`src/rtl/cmd_pkg.sv`:
```
package cmd_pkg;
    localparam int WORD_W  = 32;
    localparam int CLASS_W = 10;
    localparam int OFS_W   = 22;
    localparam int CNT_W   = 16;
    localparam int MASK_W  = 16;
    localparam int NOFS_W  = 12;

    typedef enum logic [3:0] {
        OP_CLASS    = 4'h0,
        OP_INCR     = 4'h1,
        OP_FIXED    = 4'h2,
        OP_MASKED   = 4'h3,
        OP_IMM      = 4'h4,
        OP_RESTART  = 4'h5,
        OP_GATHER   = 4'h6,
        OP_STREAM   = 4'h7,
        OP_APP      = 4'h8,
        OP_PAYLOAD  = 4'h9,
        OP_WINCR    = 4'hA,
        OP_WFIXED   = 4'hB,
        OP_WGATHER  = 4'hC,
        OP_EXTEND   = 4'hE
    } opcode_e;

    typedef enum logic [3:0] {
        H_CLASS, H_WRITE, H_IMM, H_RESTART, H_GATHER, H_STREAM, H_APP,
        H_PAYLOAD, H_ACQ, H_REL, H_XUNK, H_BAD
    } hkind_e;

    typedef enum logic [1:0] {
        M_INC, M_FIXED, M_MASK
    } wmode_e;

    typedef enum logic [1:0] {
        S_HDR, S_DATA, S_ADDR0, S_ADDR1
    } state_e;

    typedef struct packed {
        hkind_e               kind;
        wmode_e               mode;
        logic [OFS_W-1:0]     offset;
        logic [CNT_W-1:0]     count;
        logic [MASK_W-1:0]    mask;
        logic [CLASS_W-1:0]   klass;
        logic                 wide;
    } hdr_t;

    function automatic logic [CNT_W-1:0] popcnt(input logic [MASK_W-1:0] m);
        logic [CNT_W-1:0] n;
        n = '0;
        for (int i = 0; i < MASK_W; i++) begin
            n = n + {{(CNT_W-1){1'b0}}, m[i]};
        end
        return n;
    endfunction
endpackage

```
`src/rtl/cmd_hdr_decode.sv`:
```
module cmd_hdr_decode
    import cmd_pkg::*;
(
    input  logic [WORD_W-1:0] word,
    input  logic [CNT_W-1:0]  payload,
    input  logic              payload_ok,
    output hdr_t              hdr
);
    localparam int CLS_LO = 6;

    logic [MASK_W-1:0] cls_mask;
    logic [MASK_W-1:0] wr_mask;

    assign cls_mask = {{(MASK_W-6){1'b0}}, word[5:0]};
    assign wr_mask  = word[MASK_W-1:0];

    always_comb begin
        hdr        = '0;
        hdr.kind   = H_BAD;
        hdr.mode   = M_INC;
        hdr.offset = {{(OFS_W-NOFS_W){1'b0}}, word[27:16]};
        hdr.klass  = word[CLS_LO+CLASS_W-1:CLS_LO];
        unique case (word[31:28])
            OP_CLASS: begin
                hdr.kind  = H_CLASS;
                hdr.mode  = M_MASK;
                hdr.mask  = cls_mask;
                hdr.count = popcnt(cls_mask);
            end
            OP_INCR: begin
                hdr.kind  = H_WRITE;
                hdr.mode  = M_INC;
                hdr.count = word[CNT_W-1:0];
            end
            OP_FIXED: begin
                hdr.kind  = H_WRITE;
                hdr.mode  = M_FIXED;
                hdr.count = word[CNT_W-1:0];
            end
            OP_MASKED: begin
                hdr.kind  = H_WRITE;
                hdr.mode  = M_MASK;
                hdr.mask  = wr_mask;
                hdr.count = popcnt(wr_mask);
            end
            OP_IMM:     hdr.kind = H_IMM;
            OP_RESTART: hdr.kind = H_RESTART;
            OP_GATHER:  hdr.kind = H_GATHER;
            OP_STREAM:  hdr.kind = H_STREAM;
            OP_APP:     hdr.kind = H_APP;
            OP_PAYLOAD: hdr.kind = H_PAYLOAD;
            OP_WINCR, OP_WFIXED: begin
                hdr.kind   = H_WRITE;
                hdr.mode   = (word[31:28] == OP_WINCR) ? M_INC : M_FIXED;
                hdr.offset = word[OFS_W-1:0];
                hdr.count  = payload_ok ? payload : '0;
            end
            OP_WGATHER: begin
                hdr.kind = H_GATHER;
                hdr.wide = 1'b1;
            end
            OP_EXTEND: begin
                unique case (word[27:24])
                    4'h0:    hdr.kind = H_ACQ;
                    4'h1:    hdr.kind = H_REL;
                    default: hdr.kind = H_XUNK;
                endcase
            end
            default: hdr.kind = H_BAD;
        endcase
    end
endmodule

```
`src/rtl/cmd_mask_pick.sv`:
```
module cmd_mask_pick #(
    parameter int W = 16
) (
    input  logic [W-1:0]         mask,
    output logic [$clog2(W)-1:0] pos,
    output logic [W-1:0]         rest
);
    localparam int PW = $clog2(W);

    always_comb begin
        pos = '0;
        for (int i = W - 1; i >= 0; i--) begin
            if (mask[i]) pos = PW'(i);
        end
    end

    assign rest = mask & (mask - {{(W-1){1'b0}}, 1'b1});
endmodule

```
`src/rtl/cmd_stream_decoder.sv`:
```
module cmd_stream_decoder
    import cmd_pkg::*;
(
    input  logic         clk,
    input  logic         rst,
    input  logic         in_valid,
    input  logic [31:0]  in_word,
    output logic         in_ready,
    output logic         wr_valid,
    input  logic         wr_ready,
    output logic [9:0]   wr_class,
    output logic [21:0]  wr_offset,
    output logic [31:0]  wr_data,
    output logic         imm_valid,
    output logic [11:0]  imm_offset,
    output logic [15:0]  imm_data,
    output logic         restart_valid,
    output logic [31:0]  restart_addr,
    output logic         gather_valid,
    output logic         gather_wide,
    output logic         gather_insert,
    output logic         gather_type,
    output logic [11:0]  gather_offset,
    output logic [13:0]  gather_count,
    output logic [63:0]  gather_addr,
    output logic         lock_acq,
    output logic         lock_rel,
    output logic         ext_unknown,
    output logic [7:0]   lock_index,
    output logic         op_err,
    output logic [21:0]  stream_id,
    output logic [7:0]   app_id
);
    localparam int PW = $clog2(MASK_W);

    state_e               state, state_nxt;
    hdr_t                 hdr;
    logic                 acc;
    logic [CNT_W-1:0]     payload_q;
    logic                 payload_ok_q;
    logic [CLASS_W-1:0]   cls_q;
    logic [CNT_W-1:0]     cnt_q;
    logic [OFS_W-1:0]     ofs_q;
    logic [MASK_W-1:0]    mask_q;
    wmode_e               mode_q;
    logic [PW-1:0]        pick_pos;
    logic [MASK_W-1:0]    pick_rest;

    assign in_ready = !(wr_valid && !wr_ready);
    assign acc      = in_valid && in_ready;

    cmd_hdr_decode u_dec (
        .word       (in_word),
        .payload    (payload_q),
        .payload_ok (payload_ok_q),
        .hdr        (hdr)
    );

    cmd_mask_pick #(.W(MASK_W)) u_pick (
        .mask (mask_q),
        .pos  (pick_pos),
        .rest (pick_rest)
    );

    always_ff @(posedge clk) begin
        if (rst) state <= S_HDR;
        else     state <= state_nxt;
    end

    always_comb begin
        state_nxt = state;
        unique case (state)
            S_HDR: begin
                if (acc) begin
                    if ((hdr.kind == H_CLASS || hdr.kind == H_WRITE) && hdr.count != '0)
                        state_nxt = S_DATA;
                    else if (hdr.kind == H_GATHER)
                        state_nxt = S_ADDR0;
                end
            end
            S_DATA:  if (acc && cnt_q == CNT_W'(1)) state_nxt = S_HDR;
            S_ADDR0: if (acc) state_nxt = gather_wide ? S_ADDR1 : S_HDR;
            S_ADDR1: if (acc) state_nxt = S_HDR;
            default: state_nxt = S_HDR;
        endcase
    end

    always_ff @(posedge clk) begin
        if (rst) begin
            payload_q     <= '0;
            payload_ok_q  <= 1'b0;
            cls_q         <= '0;
            cnt_q         <= '0;
            ofs_q         <= '0;
            mask_q        <= '0;
            mode_q        <= M_INC;
            wr_valid      <= 1'b0;
            wr_class      <= '0;
            wr_offset     <= '0;
            wr_data       <= '0;
            imm_valid     <= 1'b0;
            imm_offset    <= '0;
            imm_data      <= '0;
            restart_valid <= 1'b0;
            restart_addr  <= '0;
            gather_valid  <= 1'b0;
            gather_wide   <= 1'b0;
            gather_insert <= 1'b0;
            gather_type   <= 1'b0;
            gather_offset <= '0;
            gather_count  <= '0;
            gather_addr   <= '0;
            lock_acq      <= 1'b0;
            lock_rel      <= 1'b0;
            ext_unknown   <= 1'b0;
            lock_index    <= '0;
            op_err        <= 1'b0;
            stream_id     <= '0;
            app_id        <= '0;
        end else begin
            imm_valid     <= 1'b0;
            restart_valid <= 1'b0;
            gather_valid  <= 1'b0;
            lock_acq      <= 1'b0;
            lock_rel      <= 1'b0;
            ext_unknown   <= 1'b0;
            op_err        <= 1'b0;
            if (wr_valid && wr_ready) wr_valid <= 1'b0;

            if (acc) begin
                unique case (state)
                    S_HDR: begin
                        unique case (hdr.kind)
                            H_CLASS, H_WRITE: begin
                                if (hdr.kind == H_CLASS) cls_q <= hdr.klass;
                                cnt_q  <= hdr.count;
                                ofs_q  <= hdr.offset;
                                mask_q <= hdr.mask;
                                mode_q <= hdr.mode;
                            end
                            H_IMM: begin
                                imm_valid  <= 1'b1;
                                imm_offset <= in_word[27:16];
                                imm_data   <= in_word[15:0];
                            end
                            H_RESTART: begin
                                restart_valid <= 1'b1;
                                restart_addr  <= {in_word[27:0], 4'h0};
                            end
                            H_GATHER: begin
                                gather_wide   <= hdr.wide;
                                gather_insert <= hdr.wide ? 1'b0 : in_word[15];
                                gather_type   <= hdr.wide ? 1'b0 : in_word[14];
                                gather_offset <= hdr.wide ? '0 : in_word[27:16];
                                gather_count  <= in_word[13:0];
                                gather_addr   <= '0;
                            end
                            H_STREAM:  stream_id <= in_word[21:0];
                            H_APP:     app_id    <= in_word[7:0];
                            H_PAYLOAD: begin
                                payload_q    <= in_word[CNT_W-1:0];
                                payload_ok_q <= 1'b1;
                            end
                            H_ACQ: begin
                                lock_acq   <= 1'b1;
                                lock_index <= in_word[7:0];
                            end
                            H_REL: begin
                                lock_rel   <= 1'b1;
                                lock_index <= in_word[7:0];
                            end
                            H_XUNK: ext_unknown <= 1'b1;
                            default: op_err <= 1'b1;
                        endcase
                    end
                    S_DATA: begin
                        wr_valid <= 1'b1;
                        wr_data  <= in_word;
                        wr_class <= cls_q;
                        cnt_q    <= cnt_q - CNT_W'(1);
                        if (mode_q == M_MASK) begin
                            wr_offset <= ofs_q + OFS_W'(pick_pos);
                            mask_q    <= pick_rest;
                        end else begin
                            wr_offset <= ofs_q;
                        end
                        if (mode_q == M_INC) ofs_q <= ofs_q + OFS_W'(1);
                    end
                    S_ADDR0: begin
                        gather_addr[31:0] <= in_word;
                        if (!gather_wide) gather_valid <= 1'b1;
                    end
                    S_ADDR1: begin
                        gather_addr[63:32] <= in_word;
                        gather_valid       <= 1'b1;
                    end
                    default: ;
                endcase
            end
        end
    end
endmodule

```
`config.mk`:
```
export PLATFORM = sky130hd
export DESIGN_NAME = cmd_stream_decoder
export DESIGN_NICKNAME = d
export VERILOG_FILES = /design/src/rtl/cmd_pkg.sv /design/src/rtl/cmd_hdr_decode.sv /design/src/rtl/cmd_mask_pick.sv /design/src/rtl/cmd_stream_decoder.sv
export SDC_FILE = /design/constraint.sdc
export NUM_CORES = 1
export LEC_CHECK = 0
export BUFFER_PORTS_ARGS = -buffer_cell sky130_fd_sc_hd__buf_4
export CAP_MARGIN = 40
export CORE_MARGIN = 4
export CORE_UTILIZATION = 40
export DETAILED_ROUTE_END_ITERATION = 8
export PLACE_DENSITY_LB_ADDON = 0.12
export SYNTH_ARGS = -nofsm -noshare
export SYNTH_HDL_FRONTEND = slang
export SYNTH_SLANG_ARGS = --single-unit
```
`constraint.sdc`:
```
create_clock -name clk -period 6.5 [get_ports clk]
set_clock_uncertainty 0.05 [all_clocks]
set_input_delay 1.3 -clock clk [delete_from_list [all_inputs] [get_ports clk]]
set_output_delay 1.3 -clock clk [all_outputs]
set_load 0.005 [all_outputs]
```
# Word level (Yosys, flattened, before mapping)
# Index checks and enable logic that the tools add are counted.
# totals
wordCells	194
reg_bits	344
# op_classes
eq_ne	38
mux	59
bitwise	3
add_sub_neg	19
reduce_logical	43
# ops
cell	n
adder 16 x 1 -> 16 bit	14
case mux 32 bit (2 select lines)	2
case mux 16 bit (2 select lines)	3
two-way mux 22 bit	4
two-way mux 16 bit	4
two-way mux 4 bit	16
two-way mux 64 bit	1
case mux 16 bit (4 select lines)	1
case mux 22 bit (2 select lines)	1
equality test 4 bit (second input constant)	9
case mux 4 bit (9 select lines)	1
AND reduction 3 bit	11
equality test 4 x 3 -> 1 bit (second input constant)	8
subtractor 16 x 1 -> 16 bit (second input constant)	2
adder 22 x 1 -> 22 bit (second input constant)	1
adder 22 x 4 -> 22 bit	1
bitwise AND 16 bit	1
equality test 16 x 1 -> 1 bit (second input constant)	1
equality test 4 x 2 -> 1 bit (second input constant)	4
nonzero test 16 bit	1
two-way mux 1 bit	14
two-way mux 2 bit	7
!= test 2 bit (second input constant)	7
OR reduction 2 bit	7
24 further kinds	41

# Longest topological paths before layout
# Gate-level depths: netlist (run 1).
# logic_depth
ltp_word	21
mapped_depth	17
ltp_nobuf	17

# Modules after synthesis
# From an unflattened synthesis (run 1), not the netlist that was laid out.
# unflattened
hier_cells	1910
hier_area_um2	15356.0
# modules_own_cells
mod	area_per_inst_um2	seq_area_each_um2	n_inst	cells_per_inst
cmd_stream_decoder	13860.8	6886.6	1	1685
cmd_hdr_decode	1177.4	0.0	1	175
cmd_mask_pick	317.8	0.0	1	50

# Least setup slack after synthesis (run 1)
# OpenSTA, ideal clock, no wires.
# synth_timing
kind	input -> register
startpoint	input in_word[4]
endpoint	register state[0]
required_ns	6.333
cell_stages	17
slack_ns	0.957
arrival_time_ns	5.376
cell_sequence	clkbuf_1 > inv_1 > fa_1 > fa_1 > fa_1 > inv_1 > ha_1 > inv_1 > fa_1 > inv_1 > fa_1 > a21oi_1 > nor3b_1 > a221o_1 > nor4_2 > nand3b_1 > a32o_1
# synth_between
elab_chain_cells	18
word_cells_on_any_way	20
cone_classes	12 x add/sub; 1 x eq/ne; 4 x mux; 3 x reduce/logical
# synth_lines
item	line_no	text
from (decl)	cmd_stream_decoder.sv:7	input logic [31:0] in_word,
adder 16 x 1 -> 16 bit (12 in series)	cmd_pkg.sv:53	n = n + {{(CNT_W-1){1'b0}}, m[i]};
case mux 16 bit (4 select lines) *	cmd_hdr_decode.sv:23	unique case (word[31:28])
nonzero test 16 bit *	cmd_stream_decoder.sv:75	if ((hdr.kind == H_CLASS || hdr.kind == H_WRITE) && hdr.count != '0)
logical AND 1 bit *	cmd_stream_decoder.sv:75	
two-way mux 2 bit	cmd_stream_decoder.sv:75	
two-way mux 2 bit	cmd_stream_decoder.sv:74	if (acc) begin
case mux 2 bit (4 select lines)	cmd_stream_decoder.sv:72	unique case (state)
to (signal assigned)	cmd_stream_decoder.sv:67	else state <= state_nxt;
to (decl)	cmd_stream_decoder.sv:36	state_e state, state_nxt;
# Mark *: on every way between the ends. The rest lies on a longest branch, timed or not. The select of a mux whose other input is x is not followed.
# A chain may end at the register's enable or synchronous reset.

# Worst setup path after layout (run 1)
# layout_timing
startpoint	input in_word[0]
endpoint	register state[0]
# layout_between
elab_chain_cells	21
word_cells_on_any_way	23
cone_classes	15 x add/sub; 1 x eq/ne; 4 x mux; 3 x reduce/logical
# layout_lines
item	line_no
adder 1 x 1 -> 2 bit	cmd_pkg.sv:53
adder 16 x 1 -> 16 bit (14 in series)	cmd_pkg.sv:53
case mux 16 bit (4 select lines) *	cmd_hdr_decode.sv:23
nonzero test 16 bit *	cmd_stream_decoder.sv:75
logical AND 1 bit *	cmd_stream_decoder.sv:75
two-way mux 2 bit	cmd_stream_decoder.sv:75
two-way mux 2 bit	cmd_stream_decoder.sv:74
case mux 2 bit (4 select lines)	cmd_stream_decoder.sv:72
# Marks and branches as above.

==> out/metrics.yaml, run 1 <==
status: "complete, no violations"
floorplan.die_area_sq_um: 40380
critPathSlowestCell: "fa_1"
critical_path.top_delay_family: "adder cells"
wl_per_cell_um: 21.78
area_growth_pct: 23.90
synth-simple-area-share_pct: 21.52
drt_iter0_drc: 1166
io_buffer_count: 295
p_leak_uw: 0.007272
post_cts_buffers: 0
synthTopCellsByCount: "nand2_1 (347), dfxtp_1 (344), nor2_1 (227), a21oi_1 (196), clkbuf_1 (94)"
h-tree-depth: 2
drcViolationCount: 0
overflow: 0
period_needed_ns: 5.420
insertion_delay_ns: 0.55
synth.area.top_cells: "dfxtp_1 (46%), nand2_1 (8.7%), a21oi_1 (6.6%)"
worstPathCellList: "buf_4 -> ha_1 -> inv_1 -> fa_1 -> fa_1 -> fa_1 -> inv_1 -> ha_1 -> inv_1 -> fa_1 -> inv_1 -> fa_1 -> a21oi_1 -> nor3b_1 -> a221o_1 -> nor4_2 -> nand3b_1 -> a32o_1"
clock_path_buffers: 3
postRouteAntennaNets: 0
crit_arrival_ns: 5.81
synth_edf_count: 0
worst-path-buf-inv: 5
synthArstFlopShare_pct: 0
synth_top_area_share_pct: 46.24
grt_usage_pct: 25.77
fmax_mhz: 184.5
synthAdderAreaFrac_pct: 2.487
pre_cts_ws_ns: 0.5257
cts_tree: "done"
worstSetupPathType: "in -> reg"
tightest_slew_ns: 1.105
synth_compound_area_share_pct: 19.30
die_y_um: 201.0
power_density_nw_per_um2: 300.8
muxShareOfSynthArea_pct: 2.890
synth_top_family_by_area: "simple AND/OR/NAND/NOR gates"
critical_path.startpoint_type: "input port"
hold_path_class: "reg -> reg"
endpoint_kind: "flip-flop"
synth_area_sq_um: 14890
firstDrtPassIters: 7
synth_cell_types: 84
root_buffer: "clkbuf_16"
start_util_pct: 40.58
num_rows: 70
cpPeakStageDelay_ns: 0.52
clk_pin_slew_ns: 0.06
post_drt_via_cell_ratio: 5.574
dp_cells: 2443
worstPathRequired_ns: 6.89
drive_above_1_share_pct: 20.03
crit_fanout: 14
ys_warn_count: 0
setup_ws_ns: 1.080
setup_viol: 0
antenna_found_initial: 2
grt_max_degree: 221
ys_seq_area_share_pct: 46.24
final_cells: 2512
ios: 300
tns_ns: 0
vias: 14000
path_common_cell: "fa_1"
post-dp-hpwl_mm: 35.65
yosysMostFrequentCell: "nand2_1"
yosysTopAreaCell: "dfxtp_1"
cts-hold-fix-buffers: 0
first_global_vias: 13190
grt_pass1_wl_mm: 82.53
cts_inserted_buffers: 39
hold_viol: 0
place_congestion: 0.8456
dominantRegCellSynth: "dfxtp_1"
syn_area_per_cell_sq_um: 8.183
synth_seq_cells: 344
cts_resized: 0
final_nets: 2075
wl_mm: 54.72
synthXorXnorAreaFrac_pct: 1.353
core_sq_um: 36700
clkSinkCount: 344
synthCells: 1820
fin_util_pct: 50.28
maxSlewViolCount: 0
cap_viol_max_count: 0
ir_drop_mv: 0.2061
die_width_um: 201.0
grt_setup_unrepaired: "false"
regToRegSetupSlack_ns: 2.72
relSlewSlack_pct: 26.35
period_share_pct: 83.39
power breakdown:
part | switching, uW | internal, uW
clock network | 905 | 1300
registers | 98.5 | 2220
logic | 648 | 381
logic make-up after synthesis:
logic type | after synthesis
xor gates and xnor gates | 23
buffers and inverters | 206
and+or+nand+nor | 724
other | 1
AOI/OAI and AO/OA | 456
adders and majority gates | 23
DFF | 344
muxes | 43
area by class of cell:
type                            instances  area [sq um]
Timing Repair Buffer                  319          2454
Inverter                               39         146.4
Tap cell                              468         585.6
Antenna cell                            2         5.005
Clock buffer                           56          1100
Multi-Input combinational cell       1273          7108
Sequential cell                       344          6887
Clock inverter                         11         167.7
Fill cell                            3565         18250
per-layer routing:
layer  global-route usage [%]  share of wire, %  vias up
met2                    42.67                48      523
met1                    32.65                41     6751
li1                         -                 -     6636
met3                    7.415               8.5       89
met4                    8.014               2.9        2
met5                        0             0.031        -
path summary, 6_finish.rpt:
| check | from | to | cells after the start |
|---|---|---|---|
| setup / recovery | in_word[0] | state[0] | 18 |
| hold / removal | payload_ok_q | payload_ok_q | 2 |
| setup reg to reg | mask_q[15] | wr_offset[20] | 15 |
| hold reg to reg | payload_ok_q | payload_ok_q | 2 |
state kept, by name, summed over array words and instances (netlist names), 2 cells and up:
signal,count
mode_q,2
payload_q,16
ofs_q,22
cls_q,10
lock_index,8
imm_offset,12
wr_data,32
mask_q,16
app_id,8
stream_id,22
state,2
cnt_q,16
gather_addr,64
wr_class,10
restart_addr,28
gather_offset,12
imm_data,16
gather_count,14
wr_offset,22
placed cells by master (no fill, tap or decap), types with 5 or more instances in the layout:
master and count:
nor3_2 5, nor3_1 32, nor4_1 11, nand3_1 24, o21a_1 5, clkbuf_8 6
o21ai_0 47, clkbuf_16 39, and3_1 6, ha_1 12, clkinv_2 5, nor2b_1 6
fa_1 11, nand4_1 7, dfxtp_1 344, or3_1 7, inv_1 38, a31oi_1 18
a311oi_1 7, o22ai_1 8, clkbuf_1 11, a21oi_1 196, a211oi_1 23, nor2_1 225
mux2i_1 43, a221o_1 5, nand2_1 347, a221oi_1 10, a22oi_1 93, buf_4 312
xor2_1 7, xnor2_1 16, and2_1 9
through the flow:
stage	cell area [sq um]	hold WS (ns)	total power (uW)
floorplan	14900	0.3715	3011
global placement	17080	0.3785	3352
detailed placement	17180	0.3850	3381
CTS	18450	0.3957	5588
global route	18450	0.4110	5800
finish	18450	0.3957	5551
tightest hold or removal path: stages, from the launching register on:
cell and delay, ns:
dfxtp_1 0.31, inv_1 0.05, a21oi_1 0.05
No activity file was read; power rests on OpenSTA's default activity.
==> run 2, diff against run 1 <==
- clock period: 6.5 -> 5.3 ns (I/O delays scaled with it)
==> run 2 against run 1 <==
Global-route usage grew 0.17 points; critical path depth did not move; die area is the same; via count decreased by 0.49%; first-iteration DRC count is 1.4% lower; critical endpoint unchanged; largest power group unchanged; highest routed layer is now met4.
==> out/metrics.yaml, run 2 (synthesized netlist as in run 1, its figures left out) <==
cts-hold-fix-buffers: 0  # unchanged
grt_setup_unrepaired: "false"
stdcell_area_sq_um: 18510  # +0.31%
io_buffer_count: 295  # unchanged
vias: 13930  # -0.49%
wl_mm: 54.49  # -0.42%
reg_top3: "gather_addr (64), wr_data (32), restart_addr (28)"
status: "complete, no violations"
post-dp-hpwl_mm: 35.35  # -0.82%
area_growth_pct: 24.29
drt_iter0_drc: 1150  # -1.4%
post_cts_buffers: 0  # unchanged
grt_usage_pct: 25.94  # +0.17 points
critical_path.startpoint_type: "input port"
fmax_mhz: 199.0
period_needed_ns: 5.025
first_global_vias: 13440  # +1.9%
final_cells: 2523  # +0.44%
post_drt_via_cell_ratio: 5.522  # -0.93%
clock_path_buffers: 3  # unchanged
ios: 300  # unchanged
cap_viol_max_count: 0  # unchanged
num_rows: 70  # unchanged
clkSinkCount: 344  # unchanged
drive_above_1_share_pct: 20.78  # +0.75 points
grt_pass1_wl_mm: 82.78  # +0.30%
dp_cells: 2455  # +0.49%
wl_per_cell_um: 21.60  # -0.85%
place_congestion: 0.8398  # -0.69%
final_nets: 2087  # +0.58%
hold_viol: 0  # unchanged
antenna_found_initial: 0  # -2
p_leak_uw: 0.007328  # +0.78%
firstDrtPassIters: 7  # unchanged
h-tree-depth: 2  # unchanged
die_y_um: 201.0  # unchanged
drcViolationCount: 0  # unchanged
place_area_sq_um: 17260  # +0.48%
maxSlewViolCount: 0  # unchanged
cts_inserted_buffers: 39  # unchanged
largest_register: "gather_addr"
start_util_pct: 40.58  # unchanged
worstPathRequired_ns: 5.69  # -1.20 ns
crit_fanout: 2  # -12
fin_util_pct: 50.44  # +0.16 points
layout_commonest_cell: "nand2_1"
die_width_um: 201.0  # unchanged
cts_tree: "done"
clk_pin_slew_ns: 0.06  # about the same
overflow: 0  # unchanged
setup_ws_ns: 0.2748  # -0.8051 ns
largest_reg_flops: 64  # unchanged
setup_viol: 0  # unchanged
endpoint_kind: "flip-flop"
worstSetupPathType: "in -> reg"
root_buffer: "clkbuf_16"
period_share_pct: 94.82
power_density_nw_per_um2: 365.8  # +22%
ir_drop_mv: 0.2267  # +10%
core_sq_um: 36700  # unchanged
postRouteAntennaNets: 0  # unchanged
tightest_slew_ns: 1.275  # +0.1699 ns
fillers: 3530  # -0.98%
cts_resized: 0  # unchanged
hold_path_class: "reg -> reg"
grt_max_degree: 223  # +0.90%
floorplan.die_area_sq_um: 40380  # unchanged
crit_arrival_ns: 5.42  # -0.39 ns
antenna_cells: 0  # -2
pre_cts_ws_ns: -0.2753  # -0.8010 ns
relSlewSlack_pct: 15.02  # -11 points
insertion_delay_ns: 0.56  # about the same
mostFrequentLayoutCells: "nand2_1 (347), dfxtp_1 (344), buf_4 (325), nor2_1 (225), a21oi_1 (196)"
run 2: changes by cell type in the layout (fill, tap and decap cells not counted):
cell / delta
buf_8: -1
clkbuf_1: -5
buf_4: +13
bufinv_16: -2
clkbuf_8: +4
inv_6: +1
clkinvlp_4: +1
clkinv_2: +4
diode_2: -2
clkinv_8: -2
run 2: final timing paths:
path	depth (start not counted)	slack, ns	from	end
setup / recovery	18	0.27	in_word[0]	state[0]
hold reg to reg	2	0.40	payload_ok_q	payload_ok_q
setup reg to reg	15	1.58	mask_q[15]	wr_offset[14]
hold / removal	2	0.40	payload_ok_q	payload_ok_q
run 2: layout make-up:
class | count | area (sq um) | share of cell area, %
clock buffers | 55 | 1136 | 6.138
clock inverters | 13 | 111.4 | 0.6016
inverters | 39 | 146.4 | 0.7909
multi-input cells | 1273 | 7108 | 38.40
flip-flops and latches | 344 | 6887 | 37.20
well taps | 468 | 585.6 | 3.163
repair buffers | 331 | 2536 | 13.70
run 2: critical path, cell delays in order:
cell and delay, ns:
buf_4 0.12, ha_1 0.28, inv_1 0.07, fa_1 0.42, fa_1 0.39, fa_1 0.51, inv_1 0.05, ha_1 0.27
inv_1 0.05, fa_1 0.53, inv_1 0.07, fa_1 0.46, a21oi_1 0.16, nor3b_1 0.06, a221o_1 0.31, nor4_2 0.28
nand3b_1 0.12, a32o_1 0.22
run 2: layer usage:
layer	up-vias	part of all wire (%)	track usage (%)	wire length, um
met4	0	2.8	8.137	1518
met3	76	7.3	6.575	3952
met5	-	0	0	0
li1	6662	-	-	-
met2	463	49	43.94	26530
met1	6731	41	32.57	22500
run 2: stage by stage:
step	hold WS, ns	setup TNS (ns)	total power, uW
floorplan	0.3715	0	3693
global placement	0.3783	-0.2475	4126
detailed placement	0.3864	-0.3778	4162
CTS	0.3957	0	6824
global route	0.4174	0	7079
finish	0.3971	0	6770
run 2: power breakdown:
| group | total [uW] | switching, uW | internal, uW |
|---|---|---|---|
| Combinational | 1270 | 789 | 480 |
| Sequential | 2850 | 130 | 2720 |
| Clock | 2650 | 1110 | 1550 |
